[src/rtl/spi_txn_pkg.sv]
package spi_txn_pkg;
  localparam logic [1:0] DIR_WRITE = 2'd0;
  localparam logic [1:0] DIR_READ  = 2'd1;
  localparam logic [1:0] DIR_XCHG  = 2'd2;
  localparam logic [1:0] HDR_BAD   = 2'd3;

  typedef enum logic [1:0] {
    ST_IDLE = 2'd0,
    ST_LOAD = 2'd1,
    ST_WAIT = 2'd2,
    ST_END  = 2'd3
  } seq_state_e;
endpackage

[src/rtl/spi_txn_check.sv]
module spi_txn_check
  import spi_txn_pkg::*;
#(
  parameter int MASK_W = 8,
  parameter int DEPTH  = 4,
  parameter int LEN_W  = 3
) (
  input  logic [MASK_W-1:0] mask,
  input  logic [2:0]        fmt,
  input  logic [1:0]        dir,
  input  logic [LEN_W-1:0]  len,
  output logic              ok,
  output logic [1:0]        hdr_n
);
  localparam int CNT_W = $clog2(MASK_W + 1);

  logic [CNT_W-1:0] ones;
  logic             multi, lsb_req, bad_hdr, bad_dir, too_long;

  always_comb begin
    ones = '0;
    for (int b = 0; b < MASK_W; b++) ones = ones + CNT_W'(mask[b]);
  end

  // single-device rule only for transfers that read back
  assign multi    = (ones > CNT_W'(1)) && (dir != DIR_WRITE);
  // format, direction and length rules
  assign lsb_req  = fmt[2];
  assign bad_hdr  = (fmt[1:0] == HDR_BAD);
  assign bad_dir  = (dir == 2'd3);
  assign too_long = (len > LEN_W'(DEPTH));
  assign ok       = !(multi || lsb_req || bad_hdr || bad_dir || too_long);
  assign hdr_n    = fmt[1:0];
endmodule

[src/rtl/spi_txn_selmap.sv]
module spi_txn_selmap #(
  parameter int                 NUM_DEV  = 7,
  parameter logic [NUM_DEV-1:0] ACT_HIGH = NUM_DEV'(1)
) (
  input  logic               clk,
  input  logic               rst,
  input  logic               set,
  input  logic               clr,
  input  logic [NUM_DEV-1:0] req,
  output logic [NUM_DEV-1:0] sel
);
  // each pin registered at its own idle level, flipped when requested
  for (genvar d = 0; d < NUM_DEV; d++) begin : g_pin
    localparam logic IDLE_L = ~ACT_HIGH[d];
    always_ff @(posedge clk) begin
      if (rst || clr) sel[d] <= IDLE_L;
      else if (set)   sel[d] <= IDLE_L ^ req[d];
    end
  end
endmodule

[src/rtl/spi_txn_shift.sv]
module spi_txn_shift #(
  parameter int DIV = 4
) (
  input  logic       clk,
  input  logic       rst,
  input  logic       go,
  input  logic [7:0] tx,
  input  logic       miso,
  output logic       byte_done,
  output logic [7:0] rx,
  output logic       sclk,
  output logic       mosi
);
  localparam int CW = (DIV > 1) ? $clog2(DIV) : 1;

  logic          act;
  logic [2:0]    bitc;
  logic [CW-1:0] dcnt;
  logic [7:0]    sh;

  always_ff @(posedge clk) begin
    if (rst) begin
      act <= 1'b0; bitc <= '0; dcnt <= '0; sh <= '0;
      rx <= '0; sclk <= 1'b0; mosi <= 1'b0; byte_done <= 1'b0;
    end else begin
      byte_done <= 1'b0;
      if (!act) begin
        if (go) begin
          act  <= 1'b1;
          mosi <= tx[7];
          sh   <= {tx[6:0], 1'b0};
          bitc <= '0;
          dcnt <= '0;
        end
      end else if (dcnt == CW'(DIV - 1)) begin
        dcnt <= '0;
        if (!sclk) begin
          sclk <= 1'b1;
        end else begin
          sclk <= 1'b0;
          rx   <= {rx[6:0], miso};
          if (bitc == 3'd7) begin
            act       <= 1'b0;
            byte_done <= 1'b1;
            mosi      <= 1'b0;
          end else begin
            bitc <= bitc + 3'd1;
            mosi <= sh[7];
            sh   <= {sh[6:0], 1'b0};
          end
        end
      end else begin
        dcnt <= dcnt + CW'(1);
      end
    end
  end

  assert_mosi_setup_R5: assert property (@(posedge clk) disable iff (rst)
    (sclk && $past(sclk)) |-> $stable(mosi));

  assert_done_after_fall_R5: assert property (@(posedge clk) disable iff (rst)
    byte_done |-> (!sclk && $past(sclk)));
endmodule

[src/rtl/spi_txn_master.sv]
module spi_txn_master
  import spi_txn_pkg::*;
#(
  parameter int                 CLK_DIV  = 4,
  parameter int                 DEPTH    = 4,
  parameter int                 NUM_DEV  = 7,
  parameter int                 GAP_BIT  = 3,
  parameter logic [NUM_DEV-1:0] ACT_HIGH = NUM_DEV'(1),
  localparam int                MASK_W   = NUM_DEV + 1,
  localparam int                AW       = $clog2(DEPTH),
  localparam int                LEN_W    = $clog2(DEPTH + 1)
) (
  input  logic               clk,
  input  logic               rst,
  input  logic               start,
  input  logic [MASK_W-1:0]  en_mask,
  input  logic [2:0]         fmt,
  input  logic [1:0]         dir,
  input  logic [7:0]         hdr_hi,
  input  logic [7:0]         hdr_lo,
  input  logic [LEN_W-1:0]   len,
  input  logic               buf_we,
  input  logic [AW-1:0]      buf_addr,
  input  logic [7:0]         buf_wdata,
  output logic [7:0]         buf_rdata,
  output logic               busy,
  output logic               done,
  output logic               err,
  input  logic               miso,
  output logic               sclk,
  output logic               mosi,
  output logic [NUM_DEV-1:0] dev_sel
);
  localparam logic [NUM_DEV-1:0] IDLE_LVL = ~ACT_HIGH;

  seq_state_e       st;
  logic [7:0]       mem [DEPTH];
  logic [1:0]       dir_q;
  logic [7:0]       hh_q, hl_q;
  logic [1:0]       hdr_left;
  logic [LEN_W-1:0] data_left;
  logic [AW-1:0]    idx;

  logic               req_ok, accept, go, byte_done, eng_we;
  logic [1:0]         hdr_n;
  logic [NUM_DEV-1:0] dev_req;
  logic [7:0]         tx_byte, rx_byte;

  // skip the unused mask bit when mapping to pins
  for (genvar d = 0; d < NUM_DEV; d++) begin : g_req
    if (d < GAP_BIT) begin : g_lo
      assign dev_req[d] = en_mask[d];
    end else begin : g_hi
      assign dev_req[d] = en_mask[d+1];
    end
  end

  spi_txn_check #(.MASK_W(MASK_W), .DEPTH(DEPTH), .LEN_W(LEN_W)) u_check (
    .mask(en_mask), .fmt(fmt), .dir(dir), .len(len), .ok(req_ok), .hdr_n(hdr_n)
  );

  assign accept = (st == ST_IDLE) && start && req_ok;
  assign go     = (st == ST_LOAD) && ((hdr_left != 2'd0) || (data_left != '0));
  assign busy   = (st != ST_IDLE);

  spi_txn_selmap #(.NUM_DEV(NUM_DEV), .ACT_HIGH(ACT_HIGH)) u_sel (
    .clk(clk), .rst(rst), .set(accept), .clr(st == ST_END),
    .req(dev_req), .sel(dev_sel)
  );

  // header bytes first (high before low), then data or zeros
  always_comb begin
    if (hdr_left == 2'd2)       tx_byte = hh_q;
    else if (hdr_left == 2'd1)  tx_byte = hl_q;
    else if (dir_q == DIR_READ) tx_byte = 8'h00;
    else                        tx_byte = mem[idx];
  end

  spi_txn_shift #(.DIV(CLK_DIV)) u_shift (
    .clk(clk), .rst(rst), .go(go), .tx(tx_byte), .miso(miso),
    .byte_done(byte_done), .rx(rx_byte), .sclk(sclk), .mosi(mosi)
  );

  // store received data bytes; R11: host writes only when idle
  assign eng_we = (st == ST_WAIT) && byte_done && (hdr_left == 2'd0) && (dir_q != DIR_WRITE);

  always_ff @(posedge clk) begin
    if (eng_we)                        mem[idx]      <= rx_byte;
    else if (st == ST_IDLE && buf_we)  mem[buf_addr] <= buf_wdata;
    buf_rdata <= mem[buf_addr];
  end

  always_ff @(posedge clk) begin
    if (rst) begin
      st <= ST_IDLE; done <= 1'b0; err <= 1'b0;
      dir_q <= DIR_WRITE; hh_q <= '0; hl_q <= '0;
      hdr_left <= '0; data_left <= '0; idx <= '0;
    end else begin
      done <= 1'b0;
      case (st)
        ST_IDLE: if (start) begin
          if (req_ok) begin
            st        <= ST_LOAD;
            dir_q     <= dir;
            hh_q      <= hdr_hi;
            hl_q      <= hdr_lo;
            hdr_left  <= hdr_n;
            data_left <= len;
            idx       <= '0;
          end else begin
            done <= 1'b1;
            err  <= 1'b1;
          end
        end
        ST_LOAD: st <= go ? ST_WAIT : ST_END;
        ST_WAIT: if (byte_done) begin
          st <= ST_LOAD;
          if (hdr_left != 2'd0) begin
            hdr_left <= hdr_left - 2'd1;
          end else begin
            data_left <= data_left - LEN_W'(1);
            idx       <= idx + AW'(1);
          end
        end
        default: begin
          st   <= ST_IDLE;
          done <= 1'b1;
          err  <= 1'b0;
        end
      endcase
    end
  end

  assert_done_pulse_R10: assert property (@(posedge clk) disable iff (rst)
    done |=> !done);

  assert_sel_idle_at_done_R10: assert property (@(posedge clk) disable iff (rst)
    done |-> (dev_sel == IDLE_LVL));

  assert_sclk_idle_R5: assert property (@(posedge clk) disable iff (rst)
    !busy |-> !sclk);

  assert_reject_multi_R2: assert property (@(posedge clk) disable iff (rst)
    (!busy && start && (dir == DIR_READ || dir == DIR_XCHG) && $countones(en_mask) > 1)
      |=> (done && err && dev_sel == IDLE_LVL));

  assert_reject_lsb_R3: assert property (@(posedge clk) disable iff (rst)
    (!busy && start && fmt[2]) |=> (done && err && !busy));
endmodule

[config.mk]
export PLATFORM = sky130hd
export DESIGN_NAME = spi_txn_master
export DESIGN_NICKNAME = d
export VERILOG_FILES = /design/src/rtl/spi_txn_pkg.sv /design/src/rtl/spi_txn_check.sv /design/src/rtl/spi_txn_selmap.sv /design/src/rtl/spi_txn_shift.sv /design/src/rtl/spi_txn_master.sv
export SDC_FILE = /design/constraint.sdc
export NUM_CORES = 1
export LEC_CHECK = 0
export ABC_AREA = 1
export BUFFER_PORTS_ARGS = -buffer_cell sky130_fd_sc_hd__buf_2
export CORE_ASPECT_RATIO = 0.6
export CORE_MARGIN = 2
export CORE_UTILIZATION = 50
export CTS_BUF_LIST = sky130_fd_sc_hd__clkbuf_16
export CTS_CLUSTER_DIAMETER = 60
export DETAILED_ROUTE_END_ITERATION = 10
export PLACE_DENSITY = 0.74
export RECOVER_POWER = 100
export SYNTH_ARGS = -nofsm -noshare
export SYNTH_HDL_FRONTEND = slang
export SYNTH_SLANG_ARGS = --single-unit
[constraint.sdc]
create_clock -name clk -period 3.7 [get_ports clk]
set_clock_uncertainty 0.1 [all_clocks]
set_input_delay 0.74 -clock clk [delete_from_list [all_inputs] [get_ports clk]]
set_output_delay 0.74 -clock clk [all_outputs]
set_load 0.01 [all_outputs]
======== Yosys cells after proc, flatten, opt, wreduce, memory -nomap -nowiden ========
Memories as Yosys holds them, arrays and structs flattened. A register that Yosys moved wholly into a read port is not among the register bits.
Index checks and enable logic that the tools add are counted.
storage, ports and cells
  bits in read-only memories .............. 0
  input bits .............................. 47
  bits in writable memories ............... 32
  memories ................................ 1
  word-level logic and storage cells ...... 169
  output and inout bits ................... 20
  latch bits .............................. 0
  flip-flop bits (word level) ............. 61
operators by class
  add/subtract/negate cells ............... 12
  magnitude comparators ................... 2
  eq/ne operators ......................... 19
  shift operators ......................... 0
  div/mod/pow operators ................... 0
  reduce and logical (&&, ||, !) cells .... 36
  multiplexer cells ....................... 64
  multipliers ............................. 0
  bitwise gates (word level) .............. 11
memories
  name  words  width  read ports  clocked after Yosys merged registers in  wr ports  line                  text
  mem   4      8      2           2                                        1         spi_txn_master.sv:37  logic [7:0] mem [DEPTH];
operators by type and width
  cell                 count
  $mux 8               9
  $mux 2               17
  $mux 3               9
  $add 4x1->4          6
  $mux 1               23
  $reduce_and 3->1     5
  $eq 2x2->1 const B   6
  $ne 2x2->1 const B   6
  $reduce_bool 2->1    6
  $not 1->1            11
  $reduce_and 5->1     2
  $logic_and 1x1->1    8
  $pmux 2 s2           2
  $reduce_or 8->1      1
  $eq 2x1->1 const B   3
  $logic_or 1x1->1     6
  $ne 2x1->1 const B   3
  $pmux 2 s3           1
  $pmux 3 s2           1
  $add 2x1->2 const B  2
  $gt 4x1->1 const B   1
  $logic_not 2->1      2
  $pmux 1 s2           2
  $reduce_and 4->1     1
  11 further kinds     11

======== Depth between registers and ports, before layout ========
  word-level depth ........................ 18
  depth in mapped cells ................... 19
  gate-level depth less buffers ........... 19

======== By module ========
A second synthesis with hierarchy kept.
unflattened totals
  cells, all modules ...................... 671
  area, all modules ....................... 5190.0 um^2
by module, submodules not included
  module          cells each  instances  area an instance (um^2)  sequential area each (um^2)
  spi_txn_master  452         1          3539.6                   1741.7
  spi_txn_shift   148         1          1132.3                   480.5
  spi_txn_selmap  39          1          282.8                    140.1
  spi_txn_check   32          1          235.2                    0.0

======== Worst setup path after synthesis ========
OpenSTA, ideal clock, no wires.
  kind .................................... input -> register
  from .................................... input port en_mask[0]
  to ...................................... register u_sel.sel[1]
  stages on the path ...................... 14
  data required time ...................... 3461 ps
  path slack .............................. -116 ps
  library setup time ...................... 139 ps
  arrival time ............................ 3577 ps
  cells stage by stage .................... ha_1 -> inv_1 -> fa_1 -> fa_1 -> inv_1 -> fa_1 -> inv_1 -> fa_1 -> o21a_1 -> nand2_1 -> nand2_1 -> nand4_4 -> clkbuf_1 -> o211ai_1
between the ends
  cells in the longest elaborated chain, start to end .. 15
RTL lines
  item                            line                  text
  start: declaration              spi_txn_master.sv:16  input logic [MASK_W-1:0] en_mask,
  $add 1x1->2                     spi_txn_check.sv:22   for (int b = 0; b < MASK_W; b++) ones = ones + CNT_W'(mask[b]);
  $add 4x1->4 (6 in series)       spi_txn_check.sv:22
  $gt 4x1->1                      spi_txn_check.sv:26   assign multi = (ones > CNT_W'(1)) && (dir != DIR_WRITE);
  $logic_and 1x1->1               spi_txn_check.sv:26
  $logic_or 1x1->1 (4 in series)  spi_txn_check.sv:32   assign ok = !(multi || lsb_req || bad_hdr || bad_dir || too_long);
  $logic_not 1->1                 spi_txn_check.sv:32
  $logic_and 1x1->1               spi_txn_master.sv:62  assign accept = (st == ST_IDLE) && start && req_ok;
  end signal: indexed assignment  spi_txn_selmap.sv:17  else if (set) sel[d] <= IDLE_L ^ req[d];
  end: declaration                spi_txn_selmap.sv:10  output logic [NUM_DEV-1:0] sel
No other way between the ends.
A chain may end at the register's enable or synchronous reset.

==> results.toml <==
[grt]
use_met1 = 0.332
globalRoute.totalOverflow = 0
grt_start_max_net_pins = 36
met2_usage = 0.331
busiest_layer = "met1"
met3_usage = 0.0670
groute.usage.overall = 0.232
grt_pass1_wl_um = 18100
grt_pass1_vias = 3693
number_of_antenna_violations_at_the_first_check_in_global_routing = 0

[drt]
initialDrtViolationCount = 364
drt_pre_antenna_iters = 5
detail_route.wl_per_cell_um = 15.0
num_vias = 4142
vias_per_cell = 5.36
antenna_left = 0
total_detailed_routing_wirelength_um = 11600
drc = 0

[floorplan]
die_width_um = 130
floorplan.die_area_mm2 = 0.0103
initial_utilization = 0.516
std_cell_rows = 27
io-pin-count = 67
design.core.area_mm2 = 0.00922
die_height_um = 79.5

[synthesis]
synth_enable_flop_cells = 32
syn_area_cell_um2 = 8.25
synth_sequential_area_ratio = 0.497
synthCells = 576
syn_area_mm2 = 0.00475
ys_seq_elements = 102
yosys_warnings = 0
syn-num-nets = 643
postSynth.asyncResetShare = 0
synthFlopType = "sky130_fd_sc_hd__dfxtp_1"
ys_types = 33

[cts]
clock_sink_count = 102
clock_tree_from_tritoncts = "yes"
clock_insertion_delay_worst_skew_ns = 0.35
cts.htree.levels = 3
clkTransAtPathRegs_ns = 0.07
cts-root-to-sink-buffers = 2
cts-root-buf = "sky130_fd_sc_hd__clkbuf_16"
cts_made_buffers = 9

[sta]
finalCritPeriodShare = 0.981
final.min_clock_period_ns = 3.63
worst_slew_pin_slew_ns = 0.748
slew_violations = 0
slew-limit-headroom = 0.502
timing.final.hold_violations = 0
finalWorstSetupSlack_ns = 0.0694
achievable-frequency_ghz = 0.275
finalSetupViolCount = 0
rsz0062_at_grt = "yes"
holdWs_ns = 0.359

[worst_setup_path]
worst-endpoint-arrival_ns = 3.77
crit_path_top_delay_cell = "sky130_fd_sc_hd__fa_1"
cell_seen_most_often_among_critical_path_stages = "sky130_fd_sc_hd__nand2_2"
critPathKind = "in2reg"
worstPathBufferInverterCount = 4
cp_cell_sequence = "buf_6 -> ha_4 -> inv_2 -> fa_1 -> fa_1 -> inv_2 -> fa_2 -> inv_2 -> fa_2 -> o21a_1 -> nand2_1 -> nand2_2 -> nand2_2 -> nand2_4 -> nand3_4 -> nand2_2 -> nand2_2 -> nor2_2"
timing.critical_path.from_type = "primary input"
cp_max_fo = 8
end_kind = "flip-flop"
critPathTopFamily = "adder cells"
max_stage_delay_ns = 0.51
required_ns = 3.84

[place]
place.gp.congestion = 0.869
dpl_worst_slack_ns = -0.387
placement.cell_area_mm2 = 0.00521
post-dp-hpwl_um = 8410
port-buffer-count = 66

[worst_hold_path]
min-delay-path-class = "reg2reg"

[pwr]
leakage_power_total_nw = 2.27
power_mw = 2.68
max-vdd-ir-drop_v = 0.000256
power_density_mw_per_mm2 = 484

[final_layout]
syn_to_final_growth_pct = 16.5
layout.cells.most_common = "sky130_fd_sc_hd__nand2_1"
final_antenna_diode_count = 0
final_cell_mix = "103 x sky130_fd_sc_hd__nand2_1, 78 x sky130_fd_sc_hd__a21oi_1, 70 x sky130_fd_sc_hd__dfxtp_1, 64 x sky130_fd_sc_hd__nor2_1, 56 x sky130_fd_sc_hd__o21ai_0"
design_area_final_mm2 = 0.00554
fin_nets = 705
final_layout_size_suffix_gt1_frac = 0.152

[run_status]
run_status = "completed"

[flow_run]
max_cap_viol_count = 0
## power breakdown
part           internal (mW)  total [mW]  switching (mW)
registers               1.23        1.27          0.0407
logic                  0.152       0.443           0.291
clock network          0.532       0.968           0.435
## per-layer routing
layer  routed length (um)  vias to the layer above
li1                     -                     2042
met1                 5680                     1943
met2                 4920                      137
met3                  805                       20
met4                  177                        0
met5                    0                        -
## cells in the mapped netlist, drive strengths merged (4+ instances only)
cell type	n	area, um^2
a21oi	80	400
buf	12	85.1
clkbuf	15	56.3
dfxtp	70	1400
edfxtp	32	961
fa	4	80.1
ha	16	200
inv	58	218
nand2	110	415
nand3	16	95.1
nand4	5	46.3
nor2	68	280
o211ai	9	67.6
o21a	4	30.0
o21ai	59	295
o22ai	7	43.8
## stage by stage
step	std cells	utilization	setup TNS, ns
2_1_floorplan	576	-	0
3_3_place_gp	756	0.565	-7.16
3_5_place_dp	756	0.565	-12.22
4_1_cts	772	0.599	0
5_1_grt	773	0.601	-0.0651
6_report	773	0.601	0
## worst paths after layout
path | end | depth (start not counted) | slack [ns] | start
worst max register to register | u_shift.sh[2] | 9 | 0.55 | u_shift.act
worst min-delay path | u_shift.rx[7] | 2 | 0.36 | u_shift.rx[7]
worst max-delay path | flip-flop | 18 | 0.07 | en_mask[1]
worst min register to register | u_shift.rx[7] | 2 | 0.36 | u_shift.rx[7]
## registers in the layout, indices dropped and copies added, names as in the netlist, 3 cells and up, named ones only
| name | cells |
|---|---|
| mem | 32 |
| buf_rdata | 8 |
| hh_q | 8 |
| hl_q | 8 |
| u_shift.rx | 8 |
| u_sel.sel | 7 |
| u_shift.sh | 7 |
| data_left | 3 |
| u_shift.bitc | 3 |
## layout make-up
type	count	area, um^2
multi-input combinational	389	2080
timing repair buffer	78	408
sequential	102	2360
fill	816	3680
tap	130	163
clock inverter	7	78.8
clock buffer	9	225
inverter	58	223
## worst register-to-register path, stage by stage, from the launching register on
cell and delay [ns]:
sky130_fd_sc_hd__dfxtp_1 0.71, sky130_fd_sc_hd__nand3_1 0.59, sky130_fd_sc_hd__inv_1 0.30, sky130_fd_sc_hd__nor2_1 0.10
sky130_fd_sc_hd__nor2_1 0.55, sky130_fd_sc_hd__inv_1 0.33, sky130_fd_sc_hd__nand2_1 0.14, sky130_fd_sc_hd__nand2_1 0.06
sky130_fd_sc_hd__nor2_1 0.10, sky130_fd_sc_hd__nor2_1 0.04
## kinds of logic after synthesis
logic type                 after synthesis  synth area share
DFF                                    102             0.497
and+or+nand+nor                        202             0.179
xor gates and xnor gates                 2           0.00368
buffers and inverters                   85            0.0755
adders and majority gates               20            0.0589
AOI/OAI and AO/OA                      165             0.186
## repair_timing
item                                    4_1_cts  5_1_grt
endpoints found under the hold margin         0        0
setup buffers                                 0        2
hold buffers                                  0        0
gates resized for setup                       2       22
pin swaps                                     0        7
endpoints found under the setup margin       10       36
Note: power is estimated with default switching activity, not from simulation.
